### src/rtl/slot_hp_pkg.sv
// Shared bit positions and codes for the hot-plug slot controller.
// Assumes the conventional slot register layout that system software decodes.
package slot_hp_pkg;
    // control word fields
    localparam int C_BTN_EN   = 0;
    localparam int C_PCHG_EN  = 3;
    localparam int C_CMD_EN   = 4;
    localparam int C_HP_EN    = 5;
    localparam int C_ATTN_LO  = 6;
    localparam int C_PWR_LO   = 8;
    // status word fields
    localparam int S_BTN      = 0;
    localparam int S_PCHG     = 3;
    localparam int S_CMD      = 4;
    localparam int S_PRES     = 6;
    localparam logic [1:0]  IND_OFF   = 2'b11;
    localparam logic [15:0] STAT_W1C  = 16'h011B;
    localparam logic [15:0] CTRL_INIT = 16'(IND_OFF) << C_PWR_LO | 16'(IND_OFF) << C_ATTN_LO;
endpackage

### src/rtl/slot_hp_dev.sv
// Device binding for the slot: holds the bound address, qualifies events
// against it and emits the removal strobe. Assumes one event per cycle.
module slot_hp_dev #(
    parameter int ADDR_W    = 16,
    parameter bit SLOT_IMPL = 1'b1
) (
    input  logic              clk,
    input  logic              rst_n,
    input  logic              bind_en,
    input  logic [ADDR_W-1:0] bind_addr,
    input  logic              evt_attach,
    input  logic              evt_detach,
    input  logic [ADDR_W-1:0] evt_addr,
    input  logic              remove_req,
    output logic              attach_ok,
    output logic              detach_ok,
    output logic              rm_stb,
    output logic [ADDR_W-1:0] rm_addr
);
    logic              rec_valid;
    logic [ADDR_W-1:0] rec_addr;
    logic              hit;

    // event address must match the current binding
    always_comb begin
        hit       = SLOT_IMPL && rec_valid && (evt_addr == rec_addr);
        attach_ok = hit && evt_attach;
        detach_ok = hit && evt_detach;
    end

    // binding register, dropped on removal
    always_ff @(posedge clk) begin
        if (!rst_n) begin
            rec_valid <= 1'b0;
            rec_addr  <= '0;
        end else if (remove_req) begin
            rec_valid <= 1'b0;
        end else if (bind_en && SLOT_IMPL) begin
            rec_valid <= 1'b1;
            rec_addr  <= bind_addr;
        end
    end

    // one-cycle removal strobe carrying the removed address
    always_ff @(posedge clk) begin
        if (!rst_n) begin
            rm_stb  <= 1'b0;
            rm_addr <= '0;
        end else begin
            rm_stb <= remove_req && rec_valid;
            if (remove_req && rec_valid) rm_addr <= rec_addr;
        end
    end
endmodule

### src/rtl/slot_hp_regs.sv
// Slot control and status registers: write decode, write-one-to-clear,
// event set bits, removal detection and interrupt qualification terms.
// Assumes event sets take priority over same-cycle clears.
module slot_hp_regs
    import slot_hp_pkg::*;
#(
    parameter bit SLOT_IMPL = 1'b1
) (
    input  logic        clk,
    input  logic        rst_n,
    input  logic        wr_en,
    input  logic [3:0]  wr_be,
    input  logic [31:0] wr_data,
    input  logic        attach_ok,
    input  logic        detach_ok,
    output logic [15:0] ctrl_q,
    output logic [15:0] stat_q,
    output logic        remove_req,
    output logic        cc_fire,
    output logic        hp_qual
);
    localparam logic [15:0] CTRL_RST = SLOT_IMPL ? CTRL_INIT : 16'h0000;

    logic        ctrl_wr, stat_wr, cc_event;
    logic [15:0] ctrl_nxt, stat_nxt;

    // only full 16-bit halves are accepted
    always_comb begin
        ctrl_wr = SLOT_IMPL && wr_en && (&wr_be[1:0]);
        stat_wr = SLOT_IMPL && wr_en && (&wr_be[3:2]);
    end

    // next control value, change detection and removal detection
    always_comb begin
        ctrl_nxt   = ctrl_q;
        cc_event   = 1'b0;
        remove_req = 1'b0;
        if (ctrl_wr) begin
            ctrl_nxt   = wr_data[15:0];
            cc_event   = (wr_data[15:0] != ctrl_q);
            remove_req = stat_q[S_PRES]
                      && (wr_data[C_PWR_LO +: 2] == IND_OFF)
                      && (ctrl_q[C_PWR_LO +: 2] != IND_OFF);
        end
    end

    // next status value: clears first, then sets
    always_comb begin
        stat_nxt = stat_q;
        if (stat_wr) stat_nxt = stat_nxt & ~(wr_data[31:16] & STAT_W1C);
        if (remove_req) begin
            stat_nxt[S_PRES] = 1'b0;
            stat_nxt[S_PCHG] = 1'b1;
        end
        if (cc_event) stat_nxt[S_CMD] = 1'b1;
        if (attach_ok) begin
            stat_nxt[S_PRES] = 1'b1;
            stat_nxt[S_PCHG] = 1'b1;
            stat_nxt[S_BTN]  = 1'b1;
        end
        if (detach_ok) begin
            stat_nxt[S_PCHG] = 1'b1;
            stat_nxt[S_BTN]  = 1'b1;
        end
    end

    // interrupt qualification on the values about to be stored
    always_comb begin
        cc_fire = cc_event && ctrl_nxt[C_CMD_EN] && stat_nxt[S_CMD];
        hp_qual = ctrl_nxt[C_HP_EN]
               && ((stat_nxt[S_BTN]  && ctrl_nxt[C_BTN_EN])
                || (stat_nxt[S_PCHG] && ctrl_nxt[C_PCHG_EN]));
    end

    // register update
    always_ff @(posedge clk) begin
        if (!rst_n) begin
            ctrl_q <= CTRL_RST;
            stat_q <= 16'h0000;
        end else begin
            ctrl_q <= ctrl_nxt;
            stat_q <= stat_nxt;
        end
    end
endmodule

### src/rtl/slot_hp_irq.sv
// Interrupt request and wake generation. Defers hot-plug interrupts from
// platform events while the port is in low power and releases them on exit.
module slot_hp_irq (
    input  logic clk,
    input  logic rst_n,
    input  logic cc_fire,
    input  logic hp_qual,
    input  logic remove_req,
    input  logic dev_event,
    input  logic low_power,
    input  logic msi_en,
    output logic irq_o,
    output logic wake_o
);
    logic pend_q, hp_now, pend_fire;

    // decide which hot-plug causes may fire this cycle
    always_comb begin
        hp_now    = hp_qual && (remove_req || (dev_event && !low_power));
        pend_fire = pend_q && !low_power && hp_qual;
    end

    // deferral flag, set by events in low power, cleared on exit
    always_ff @(posedge clk) begin
        if (!rst_n)                      pend_q <= 1'b0;
        else if (dev_event && low_power) pend_q <= 1'b1;
        else if (!low_power)             pend_q <= 1'b0;
    end

    // registered one-cycle outputs
    always_ff @(posedge clk) begin
        if (!rst_n) begin
            irq_o  <= 1'b0;
            wake_o <= 1'b0;
        end else begin
            irq_o  <= msi_en && (cc_fire || hp_now || pend_fire);
            wake_o <= dev_event && low_power;
        end
    end
endmodule

### src/rtl/slot_hp_ctrl.sv
// Top of the hot-plug slot register controller. Connects the device
// binding, the register pair and the interrupt generator.
module slot_hp_ctrl #(
    parameter int ADDR_W    = 16,
    parameter bit SLOT_IMPL = 1'b1
) (
    input  logic              clk,
    input  logic              rst_n,
    input  logic              cfg_wr_en,
    input  logic [3:0]        cfg_wr_be,
    input  logic [31:0]       cfg_wr_data,
    output logic [31:0]       cfg_rd_data,
    input  logic              bind_en,
    input  logic [ADDR_W-1:0] bind_addr,
    input  logic              evt_attach,
    input  logic              evt_detach,
    input  logic [ADDR_W-1:0] evt_addr,
    input  logic              low_power,
    input  logic              msi_en,
    output logic              irq_o,
    output logic              wake_o,
    output logic              rm_stb,
    output logic [ADDR_W-1:0] rm_addr
);
    logic        attach_ok, detach_ok, remove_req, cc_fire, hp_qual;
    logic [15:0] ctrl_q, stat_q;

    slot_hp_dev #(.ADDR_W(ADDR_W), .SLOT_IMPL(SLOT_IMPL)) u_dev (
        .clk(clk), .rst_n(rst_n), .bind_en(bind_en), .bind_addr(bind_addr),
        .evt_attach(evt_attach), .evt_detach(evt_detach), .evt_addr(evt_addr),
        .remove_req(remove_req), .attach_ok(attach_ok), .detach_ok(detach_ok),
        .rm_stb(rm_stb), .rm_addr(rm_addr)
    );

    slot_hp_regs #(.SLOT_IMPL(SLOT_IMPL)) u_regs (
        .clk(clk), .rst_n(rst_n), .wr_en(cfg_wr_en), .wr_be(cfg_wr_be),
        .wr_data(cfg_wr_data), .attach_ok(attach_ok), .detach_ok(detach_ok),
        .ctrl_q(ctrl_q), .stat_q(stat_q), .remove_req(remove_req),
        .cc_fire(cc_fire), .hp_qual(hp_qual)
    );

    slot_hp_irq u_irq (
        .clk(clk), .rst_n(rst_n), .cc_fire(cc_fire), .hp_qual(hp_qual),
        .remove_req(remove_req), .dev_event(attach_ok || detach_ok),
        .low_power(low_power), .msi_en(msi_en), .irq_o(irq_o), .wake_o(wake_o)
    );

    // read layout: status high, control low
    assign cfg_rd_data = {stat_q, ctrl_q};
endmodule

### config.mk
export PLATFORM = sky130hd
export DESIGN_NAME = slot_hp_ctrl
export DESIGN_NICKNAME = d
export VERILOG_FILES = /design/src/rtl/slot_hp_pkg.sv /design/src/rtl/slot_hp_dev.sv /design/src/rtl/slot_hp_regs.sv /design/src/rtl/slot_hp_irq.sv /design/src/rtl/slot_hp_ctrl.sv
export SDC_FILE = /design/constraint.sdc
export NUM_CORES = 1
export LEC_CHECK = 0
export BUFFER_PORTS_ARGS = -buffer_cell sky130_fd_sc_hd__buf_2
export CORE_ASPECT_RATIO = 1.4
export CORE_UTILIZATION = 40
export DETAILED_ROUTE_END_ITERATION = 8
export PLACE_DENSITY = 0.8
export SLEW_MARGIN = 40
export SYNTH_ARGS = -nofsm -noshare
export SYNTH_HDL_FRONTEND = slang
export SYNTH_HIERARCHICAL = 1
export SYNTH_SLANG_ARGS = --single-unit
### constraint.sdc
create_clock -name clk -period 1.9 [get_ports clk]
set_input_delay 0.285 -clock clk [delete_from_list [all_inputs] [get_ports clk]]
set_output_delay 0.285 -clock clk [all_outputs]
set_load 0.005 [all_outputs]
Word level (Yosys, flattened, before mapping)

Cells that the tools add are included.

Output and inout bits: 51
Latch bits: 0
Input port bits: 76
Logic and storage cells: 65
Memory bits (writable): 0
Register bits: 69
Memories: 0
Memory bits (read-only): 0

Bitwise operators: 4
Muxes and demuxes: 14
Multipliers: 0
Reductions and logical operators: 30
Equality and inequality tests: 5
Add/sub/neg operators: 0
Order comparisons: 0
Shift operators: 0
Divide/modulo/power cells: 0

Operator list:

| operator           | number |
|---|---|
| $logic_and 1x1->1  | 19 |
| $and 16x16->16     | 1 |
| $eq 16x16->1       | 1 |
| $ne 16x16->1       | 1 |
| $not 9->16         | 1 |
| $mux 1             | 12 |
| $mux 7             | 1 |
| $mux 6             | 1 |
| $reduce_and 2->1   | 3 |
| $logic_or 1x1->1   | 5 |
| $reduce_bool 3->1  | 1 |
| $eq 2x2->1 const B | 1 |
| $ne 2x1->1 const B | 1 |
| $ne 2x2->1 const B | 1 |
| $not 1->1          | 2 |
| $reduce_or 2->1    | 1 |
| $logic_not 1->1    | 1 |

Logic depth before layout (Yosys ltp)

Gate-level depths: netlist of the first run.

Depth in word-level cells: 14
Gate-level depth with buffers: 8
Mapped depth without buffers: 8

By module

Netlist of the first run, hierarchy kept.

Modules (own cells, without submodules):

| module       | cells each | times used | area an instance (um2) |
|---|---|---|---|
| slot_hp_dev  | 174        | 1          | 1467.7 |
| slot_hp_regs | 138        | 1          | 1184.9 |
| slot_hp_irq  | 11         | 1          | 105.1 |
| slot_hp_ctrl | 1          | 1          | 6.3 |

Least setup slack after synthesis of the first run

Ideal clock, no wire load.

Kind: register to register
Start point: register u_dev.rec_addr[2]
End point: register u_irq.irq_o
Clock period less this slack: 1.785 ns
Buffers on the path: 0
Data required time: 1.834 ns
Library setup time: 0.066 ns
Stages on the path, launching flop included: 9
Setup slack: 0.115 ns
Arrival: 1.719 ns
Cells stage by stage: dfxtp_1 or2b_1 o2111ai_1 nor4_2 and4_1 nor2_1 o221ai_2 or3b_1 a21oi_2

Word-level cells in the longest chain between the ends: 12
Elaborated cells between the ends (all ways): 20
Those cells by class: 1 x eq/ne; 4 x mux; 15 x reduce/logical

Ends and longest elaborated chain:

| what                                 | line                                   | text |
|---|---|---|
| start, declared                      | slot_hp_dev.sv:21                      | `logic [ADDR_W-1:0] rec_addr;` |
| start signal, assigned               | slot_hp_dev.sv:40                      | `rec_addr <= bind_addr;` |
| $eq 16x16->1 *                       | slot_hp_dev.sv:26                      | `hit = SLOT_IMPL && rec_valid && (evt_addr == rec_addr);` |
| $logic_and 1x1->1 *                  | slot_hp_dev.sv:26                      |  |
| $logic_and 1x1->1 *                  | slot_hp_dev.sv:27                      | `attach_ok = hit && evt_attach;` |
| named net attach_ok                  | slot_hp_ctrl.sv:25                     | `logic attach_ok, detach_ok, remove_req, cc_fire, hp_qual;` |
| $mux 1                               | slot_hp_regs.sv:56                     | `if (attach_ok) begin` |
| $mux 1                               | slot_hp_regs.sv:61                     | `if (detach_ok) begin` |
| $logic_and 1x1->1 (on tied branches) | slot_hp_regs.sv:71, slot_hp_regs.sv:72 |  |
| $logic_or 1x1->1 *                   | slot_hp_regs.sv:72                     | `\|\| (stat_nxt[S_PCHG] && ctrl_nxt[C_PCHG_EN]));` |
| $logic_and 1x1->1 *                  | slot_hp_regs.sv:71                     | `&& ((stat_nxt[S_BTN] && ctrl_nxt[C_BTN_EN])` |
| named net hp_qual                    | slot_hp_ctrl.sv:25                     |  |
| $logic_and 1x1->1                    | slot_hp_irq.sv:19                      | `hp_now = hp_qual && (remove_req \|\| (dev_event && !low_power));` |
| $logic_or 1x1->1                     | slot_hp_irq.sv:36                      | `irq_o <= msi_en && (cc_fire \|\| hp_now \|\| pend_fire);` |
| $logic_or 1x1->1 *                   | slot_hp_irq.sv:36                      |  |
| $logic_and 1x1->1 *                  | slot_hp_irq.sv:36                      |  |
| end signal, assigned                 | slot_hp_irq.sv:36                      |  |
| end, declared                        | slot_hp_irq.sv:12                      | `output logic irq_o,` |

The timed path passes the listed nets; every way through them passes the cells marked *.
A chain may end at the register's enable or synchronous reset.

Worst setup path in the final report of the first run

Start point: register u_dev.rec_addr[3]
End point: register u_irq.irq_o

The elaborated chain is that of the path after synthesis.

==> impl_metrics.toml, run 1 <==
[global_route]
grt_pass1_wl_um = 10900
antenna_found_initial = 0
grt_pass1_vias = 2468
grt_max_degree = 29
overflow = 0
track_usage_pct = 19.7

[sta]
worstMarginPinSlew_ps = 729
whs_ps = 124
rsz0062_at_grt = "yes"
finalHoldViolCount = 0
relSlewSlack_pct = 51.2
period_needed_ps = 1880
fin_skew_ps = 10.9
setup_viol = 0
maxSlewViolCount = 0
fmax_mhz = 532
fin_crit_sh_pct = 99.0

[place]
port_buffers = 105
gp_congestion = 0.874
hpwl_um = 5230

[floorplanning]
die_area_sq_mm = 0.00725
start_util_pct = 41.8
die_x_um = 72.3
rows = 35
die-height_um = 100
core_sq_mm = 0.00661
io_pins = 127

[routing]
drtPass1Iterations = 4
num_vias = 2594
drt_wl_total_um = 7000
route.detailed.drc = 0
wl_per_cell_um = 13.0
drt.antenna.violating_nets = 0
drt_iter0_drc = 148
vias_per_cell = 4.82

[setup_path]
arrival_ps = 2140
ff2ff_path_depth = 8
crit_type = "flop to flop"
required_ps = 2160
cp-end-kind = "flop"
rr_startpoint = "u_dev/rec_addr[3]"
rrSetupSlack_ps = 20
critPathLaunchType = "flop"
reg2reg_to = "u_irq/irq_o"
critical_path.max_fanout = 3

[synthesis]
netlist-cell-type-count = 45
syn_area_per_cell_sq_um = 8.53
ys_seq_area_share_pct = 42.7
yosysWarningCount = 6
syn-instance-count = 324
yosys_register_bits = 59
syn-cell-area_sq_mm = 0.00276

[power_and_ir_drop]
p_per_area_mw_per_mm2 = 811
seqPwrFrac_pct = 43.6
power_mw = 2.99
clkPwrFrac_pct = 46.3
ir_drop_mv = 0.459
power.switching_mw = 0.661
pwr-share-comb_pct = 10.1
p_sw_share_pct = 22.1
p_int_mw = 2.33
p_leak_nw = 1.64

[cts]
ctsLongestPathBuffers = 2
clock_latency_ps = 330
cts-root-buf = "clkbuf_8"
cts_sinks = 59
htreeDepth = 3
cts_tree = "done"
numCtsBuffers = 9
clkTransAtPathRegs_ps = 70

[layout]
drive_above_1_share_pct = 37.2
utilization_pct = 55.8
diodes = 0
nets = 517
area.growth.synth_to_final_pct = 33.4

[worst_hold_path]
holdPathStages = 2
hold_end = "u_regs/stat_q[8]"
hp-start = "cfg_wr_data[24]"
hold_path_class = "input pin to flop"

[run_status]
status = "completed"

[job]
cap_viol_max_count = 0
## synth_stat cells (all sizes together)
master   number  area, sq um
nand2b        2         12.5
o21ai         3         18.8
nor3b         1         7.51
nor2          5         18.8
o211ai        1         7.51
and2          1         6.26
a211oi        2         27.5
xnor2        24          210
nand4         7         50.1
inv           3         11.3
or2           1         6.26
o21a          2         15.0
and4          2         17.5
nor4          2         25.0
nand2       104          393
nor2b         2         12.5
conb          1         3.75
o31a          1         8.76
a21oi         5         32.5
o221ai        1         15.0
o22ai         1         6.26
nand3         6         35.0
or2b          1         7.51
o2111ai       1         8.76
dfxtp        59         1180
buf          19          143
nor3          1         5.00
or3b          1         8.76
a31oi         1         6.26
and3          7         51.3
xor2          5         43.8
clkbuf        6         22.5
a21boi       46          345
## cell type report
class,instances,area (sq um)
fillers,606,2930
multi-input cells,246,1480
flip-flops and latches,59,1190
repair buffers,122,653
clock buffers,11,141
well taps,92,115
clock inverters,5,100
inverters,3,11.3
## state kept, by name, indices dropped and copies added (netlist names)
register	flops
u_dev/rm_addr	16
u_regs/stat_q	6
u_regs/ctrl_q	16
u_irq/irq_o	1
u_dev/rec_addr	16
u_irq/pend_q	1
u_dev/rec_valid	1
u_irq/wake_o	1
u_dev/rm_stb	1
## timing repair
item / 4_1_cts / 5_1_grt
cloned: 0 / 0
pin swaps: 8 / 5
hold buffers: 0 / 0
resized for setup: 5 / 10
setup endpoints to repair: 1 / 1
setup buffers: 2 / 0
## cells by family (layout without fill, tap and decap cells)
group	after synthesis	after routing	synth area share [%]
flip-flops	59	59	42.7
AO/OA/AOI/OAI	64	64	17.8
buffers and inverters	28	141	6.38
AND/OR/NAND/NOR	143	143	23.8
other	1	10	0.136
XOR/XNOR	29	29	9.19
## critical path, cell delays in order (launching register included)
cell and delay [ps]:
dfxtp_2 340, xnor2_2 160, nand4_1 160, a211oi_2 200, and4_4 270, nor2_2 60
o221ai_2 130, or3b_1 380, a21oi_2 110
## per-stage QoR
stage	setup slack (ps)	TNS [ps]	area, sq um	instances
2_1_floorplan	115	0	2800	333
3_3_place_gp	-115	-181	3390	520
3_5_place_dp	-96.9	-96.9	3390	520
4_1_cts	-46.5	-46.5	3660	538
5_1_grt	-83.2	-83.2	3690	538
6_report	18.6	0	3690	538
## worst max-delay path by stage
stage,from,end,slack [ps],cells after the start
global placement,evt_addr[13],u_irq/irq_o,-110,9
detailed placement,evt_addr[2],u_irq/irq_o,-100,9
floorplan,u_dev/rec_addr[2],u_irq/irq_o,120,8
CTS,u_dev/rec_addr[9],u_irq/irq_o,-50,8
global route,u_dev/rec_addr[3],u_irq/irq_o,-80,8
finish,u_dev/rec_addr[3],u_irq/irq_o,20,8
## layout by cell type, fill, tap and decap left out, types with 2 or more instances in the layout
master / count
buf_4: 17
nor2_1: 4
and3_1: 4
buf_2: 105
nand3_1: 5
nand2_1: 103
bufinv_16: 3
inv_1: 2
nand4_1: 6
clkbuf_8: 10
a21boi_0: 6
a21boi_1: 40
nor4_2: 2
conb_1: 10
o21a_1: 2
dfxtp_2: 7
xnor2_1: 22
a21oi_2: 2
xor2_1: 5
dfxtp_1: 52
xnor2_2: 2
a21oi_1: 3
nand2b_1: 2
and3_2: 2
and4_4: 2
clkinv_2: 2
## routing by layer
layer,global-route usage [%],wire length [um],up-vias
met4,7.09,72,0
met3,6.53,462,8
met5,0,0,-
met2,36.6,3620,107
met1,20.1,2850,1193
li1,-,-,1286
## power by group through the flow
| stage | Sequential [mW] | Combinational, mW | Clock [mW] |
|---|---|---|---|
| after floorplan | 1.33 | 0.165 | 0 |
| after global placement | 1.33 | 0.287 | 0 |
| final | 1.30 | 0.303 | 1.38 |
| after detailed placement | 1.33 | 0.294 | 0 |
| after CTS | 1.30 | 0.298 | 1.42 |
| after global routing | 1.31 | 0.333 | 1.49 |
Power figures use the tool's default switching activity.
==> run 2, diff against run 1 <==
GPL_TIMING_DRIVEN = 0   (was default)
SLEW_MARGIN = default   (was 40)
==> impl_metrics.toml, run 2 (synthesis gave the netlist of run 1 again) <==
[setup_path]
crit_type = "flop to flop"
critical_path.max_fanout = 4
cpMaxStageDelayCell = "or3b_1"
critPathLaunchType = "flop"
cp-end-kind = "flop"
max_stage_delay_ps = 380
arrival_ps = 2230
required_ps = 2190
path_cells = "or2b_1, o2111ai_2, nor4_2, and4_4, nor2_2, o221ai_2, or3b_1, a21oi_2"

[layout]
area.growth.synth_to_final_pct = 36.1
nets = 531
biggestRegsByFlops = "u_dev/rec_addr (16), u_dev/rm_addr (16), u_regs/ctrl_q (16)"
stdcell_count = 552
drive_above_1_share_pct = 38.5
diodes = 0
utilization_pct = 56.9
layout_commonest_cell = "buf_2"
final_cell_mix = "108 x buf_2, 103 x nand2_1, 49 x dfxtp_1, 40 x a21boi_1, 22 x xnor2_1"

[cts]
clkTransAtPathRegs_ps = 70
numCtsBuffers = 9
htreeDepth = 3
cts-root-buf = "clkbuf_8"
ctsLongestPathBuffers = 2
cts_tree = "done"
cts_sinks = 59
clock_latency_ps = 350

[floorplanning]
start_util_pct = 41.8
core_sq_mm = 0.00661
rows = 35
die_area_sq_mm = 0.00725
die-height_um = 100
die_x_um = 72.3
io_pins = 127

[global_route]
grt_pass1_vias = 2394
grt_pass1_wl_um = 11300
track_usage_pct = 20.7
grt_max_degree = 16
overflow = 0
antenna_found_initial = 0

[job]
cap_viol_max_count = 0

[sta]
setup_viol = 1
finalHoldViolCount = 0
fin_crit_sh_pct = 102
finalWorstSetupSlack_ps = -41.5
fmax_mhz = 515
fin_skew_ps = 7.06
maxSlewViolCount = 0
rsz0062_at_grt = "yes"
period_needed_ps = 1940

[run_status]
status = "finished, violations left"
violations = "negative setup slack"

[routing]
route.detailed.drc = 0
vias_per_cell = 4.75
drt_iter0_drc = 118
drt.antenna.violating_nets = 0
drt_wl_total_um = 7170
wl_per_cell_um = 13.0
num_vias = 2620
drtPass1Iterations = 4

[place]
dpl_worst_slack_ps = -208
placed_cells = 530
hpwl_um = 5440
port_buffers = 105
gp_congestion = 0.922

[worst_hold_path]
hold_path_class = "input pin to flop"

[power_and_ir_drop]
ir_drop_mv = 0.527
p_per_area_mw_per_mm2 = 774
p_leak_nw = 1.67
==> run 2: changes by cell type in the layout (fill, tap and decap cells not counted), moves of 2 or more <==
cell and change:
clkbuf_1 +5, dfxtp_2 +3, buf_2 +3, clkinv_2 -2, dfxtp_1 -3, clkinv_4 +4
buf_4 +3, buf_6 +2
==> run 2: path summary, 6_finish.rpt <==
kind,startpoint,end,slack (ps),depth (start not counted)
worst max-delay path,u_dev/rec_addr[2],u_irq/irq_o,-40,8
worst min-delay path,cfg_wr_data[17],u_regs/stat_q[1],100,2
worst max register to register,u_dev/rec_addr[2],u_irq/irq_o,-40,8
worst min register to register,u_regs/stat_q[1],u_regs/stat_q[1],430,2
==> run 2: cell type report <==
cell class / count / area (sq um)
inverters: 3 / 11.3
fillers: 600 / 2850
well taps: 92 / 115
multi-input cells: 246 / 1480
flip-flops and latches: 59 / 1190
clock buffers: 9 / 124
clock inverters: 7 / 103
plain buffers: 25 / 165
repair buffers: 111 / 571
==> run 2: routing by layer <==
metal,up-vias,global-route usage [%],part of all wire [%]
li1,1317,-,-
met1,1183,22.3,40
met2,108,38.2,52
met3,12,4.62,5.7
met4,0,8.60,2.1
met5,-,0,0
==> run 2: through the flow <==
step / setup TNS, ps / power (mW) / hold slack, ps / area, sq um
6_report: -41.5 / 2.91 / 99.5 / 3760
5_1_grt: -110 / 3.05 / 97.9 / 3760
4_1_cts: -43.6 / 2.93 / 93.8 / 3740
2_1_floorplan: 0 / 1.49 / 372 / 2800
3_3_place_gp: -166 / 1.63 / 418 / 3440
3_5_place_dp: -208 / 1.63 / 425 / 3440
==> run 2: power breakdown <==
part | internal [mW] | switching (mW)
registers | 1.27 | 0.0342
logic | 0.167 | 0.152
clock network | 0.746 | 0.539
==> run 2: repair_timing <==
action,4_1_cts,5_1_grt
gates resized for setup,14,5
setup endpoints to repair,1,1
buffers inserted,5,1
pin swaps,12,3
hold buffers,0,0
==> run 2: worst max-delay path: cells and delay by family (launching register included) <==
kind	cells	cell delay, ps
and+or+nand+nor	5	1160
DFF	1	350
AOI/OAI and AO/OA	3	380
==> run 3, diff against run 2 <==
REMOVE_ABC_BUFFERS = 1   (was default)
SETUP_SLACK_MARGIN = 0.05   (was default)
==> impl_metrics.toml, run 3 (synthesis gave the netlist of run 1 again) <==
[run_status]
status = "finished, violations left"
violations = "negative setup slack"

[layout]
layout_commonest_cell = "buf_2"
biggestRegsByFlops = "u_dev/rec_addr (16), u_dev/rm_addr (16), u_regs/ctrl_q (16)"
area.growth.synth_to_final_pct = 30.5
final_cell_mix = "105 x buf_2, 103 x nand2_1, 54 x dfxtp_1, 40 x a21boi_1, 21 x xnor2_1"
nFillCells = 643
nets = 510
drive_above_1_share_pct = 36.1
diodes = 0
utilization_pct = 54.6

[routing]
route.detailed.drc = 0
drtPass1Iterations = 4
wl_met3_um = 441
drt_iter0_drc = 90
wl_per_cell_um = 12.8
wl_met2_um = 3430
num_vias = 2518
wl_met1_um = 2760
drt.antenna.violating_nets = 0
top_layer = "met4"
vias_per_cell = 4.75
drt_wl_total_um = 6770

[sta]
period_needed_ps = 1980
finalWorstSetupSlack_ps = -80.9
finalHoldViolCount = 0
worstMarginPinSlew_ps = 897
fin_crit_sh_pct = 104
rsz0062_at_grt = "yes"
setup_tns_ps = -80.9
fin_skew_ps = 6.62
relSlewSlack_pct = 40.2
setup_viol = 1
fmax_mhz = 505
maxSlewViolCount = 0

[cts]
cts-root-buf = "clkbuf_8"
cts_sinks = 59
clock_latency_ps = 340
cts_hold_buf = 0
numCtsBuffers = 9
ctsLongestPathBuffers = 2
htreeDepth = 3
cts_tree = "done"
clkTransAtPathRegs_ps = 60

[setup_path]
cp-end-kind = "flop"
rr_startpoint = "u_dev/rec_addr[3]"
cp-startpoint = "u_dev/rec_addr[3]"
critical_path.max_fanout = 3
max_stage_delay_ps = 400
crit_type = "flop to flop"
critPathLaunchType = "flop"
crit_buf_inv = 0
path_cells = "xnor2_1, nand4_1, a211oi_2, and4_4, nor2_2, o221ai_2, or3b_4, a21oi_2"
critPathTopFamily = "simple AND/OR/NAND/NOR gates"
cpMaxStageDelayCell = "or3b_4"
arrival_ps = 2250
required_ps = 2170

[power_and_ir_drop]
p_int_mw = 2.09
p_leak_nw = 1.59
ir_drop_mv = 0.400
power.switching_mw = 0.652
clkPwrFrac_pct = 41.8
p_sw_share_pct = 23.8
seqPwrFrac_pct = 47.7
pwr-share-comb_pct = 10.6
p_per_area_mw_per_mm2 = 760
power_mw = 2.74

[floorplanning]
start_util_pct = 41.8
die_x_um = 72.3
io_pins = 127
die_area_sq_mm = 0.00725
core_sq_mm = 0.00661
rows = 35
die-height_um = 100

[global_route]
antenna_found_initial = 0
grt_pass1_wl_um = 10700
grt_max_degree = 61
track_usage_pct = 19.4
overflow = 0
grt_pass1_vias = 2437

[place]
port_buffers = 105
hpwl_um = 4790
dpl_worst_slack_ps = -262
gp_congestion = 0.715

[job]
cap_viol_max_count = 0

[worst_hold_path]
hold_path_class = "input pin to flop"
hp-start = "cfg_wr_data[24]"
[run 3: cell types whose count changed in the layout (fill, tap and decap cells not counted), sizes merged]
cell	previous run	this run
bufinv	2	1
clkinv	4	1
clkinvlp	1	0
buf	130	115
clkbuf	15	13
[run 3: worst paths after layout]
kind / end / slack [ps] / cells after the start
min: u_regs/stat_q[8] / 120 / 2
max: u_irq/irq_o / -80 / 8
max reg2reg: u_irq/irq_o / -80 / 8
min reg2reg: u_regs/stat_q[8] / 430 / 2
[run 3: cell type report]
class | count | area, sq um | area share, %
clock buffer | 13 | 159 | 4.41
clock inverter | 2 | 35.0 | 0.971
timing repair buffer | 115 | 601 | 16.6
sequential | 59 | 1190 | 32.9
inverter | 3 | 11.3 | 0.312
tap | 92 | 115 | 3.19
multi-input combinational | 246 | 1500 | 41.6
[run 3: power groups by stage]
stage | logic, mW | clock network (mW) | registers (mW)
2_1_floorplan | 0.131 | 0 | 1.33
3_3_place_gp | 0.262 | 0 | 1.33
3_5_place_dp | 0.270 | 0 | 1.33
4_1_cts | 0.281 | 1.17 | 1.30
5_1_grt | 0.321 | 1.22 | 1.31
6_report | 0.290 | 1.14 | 1.31
[run 3: metrics by stage]
stage	hold slack (ps)	area, sq um	instances
finish	116	3610	530
global route	101	3610	530
CTS	103	3550	528
detailed placement	424	3270	505
floorplan	357	2630	308
global placement	416	3270	505
[run 3: timing repair]
action,4_1_cts,5_1_grt
endpoints found under the setup margin,17,17
pin swaps,11,4
setup buffers,8,2
resized for setup,10,10
hold endpoints to repair,0,0
[run 3: layer usage]
| layer | vias up | track usage, % |
|---|---|---|
| met2 | 96 | 35.0 |
| met5 | - | 0 |
| met1 | 1132 | 20.7 |
| met4 | 0 | 9.50 |
| li1 | 1277 | - |
| met3 | 13 | 4.92 |
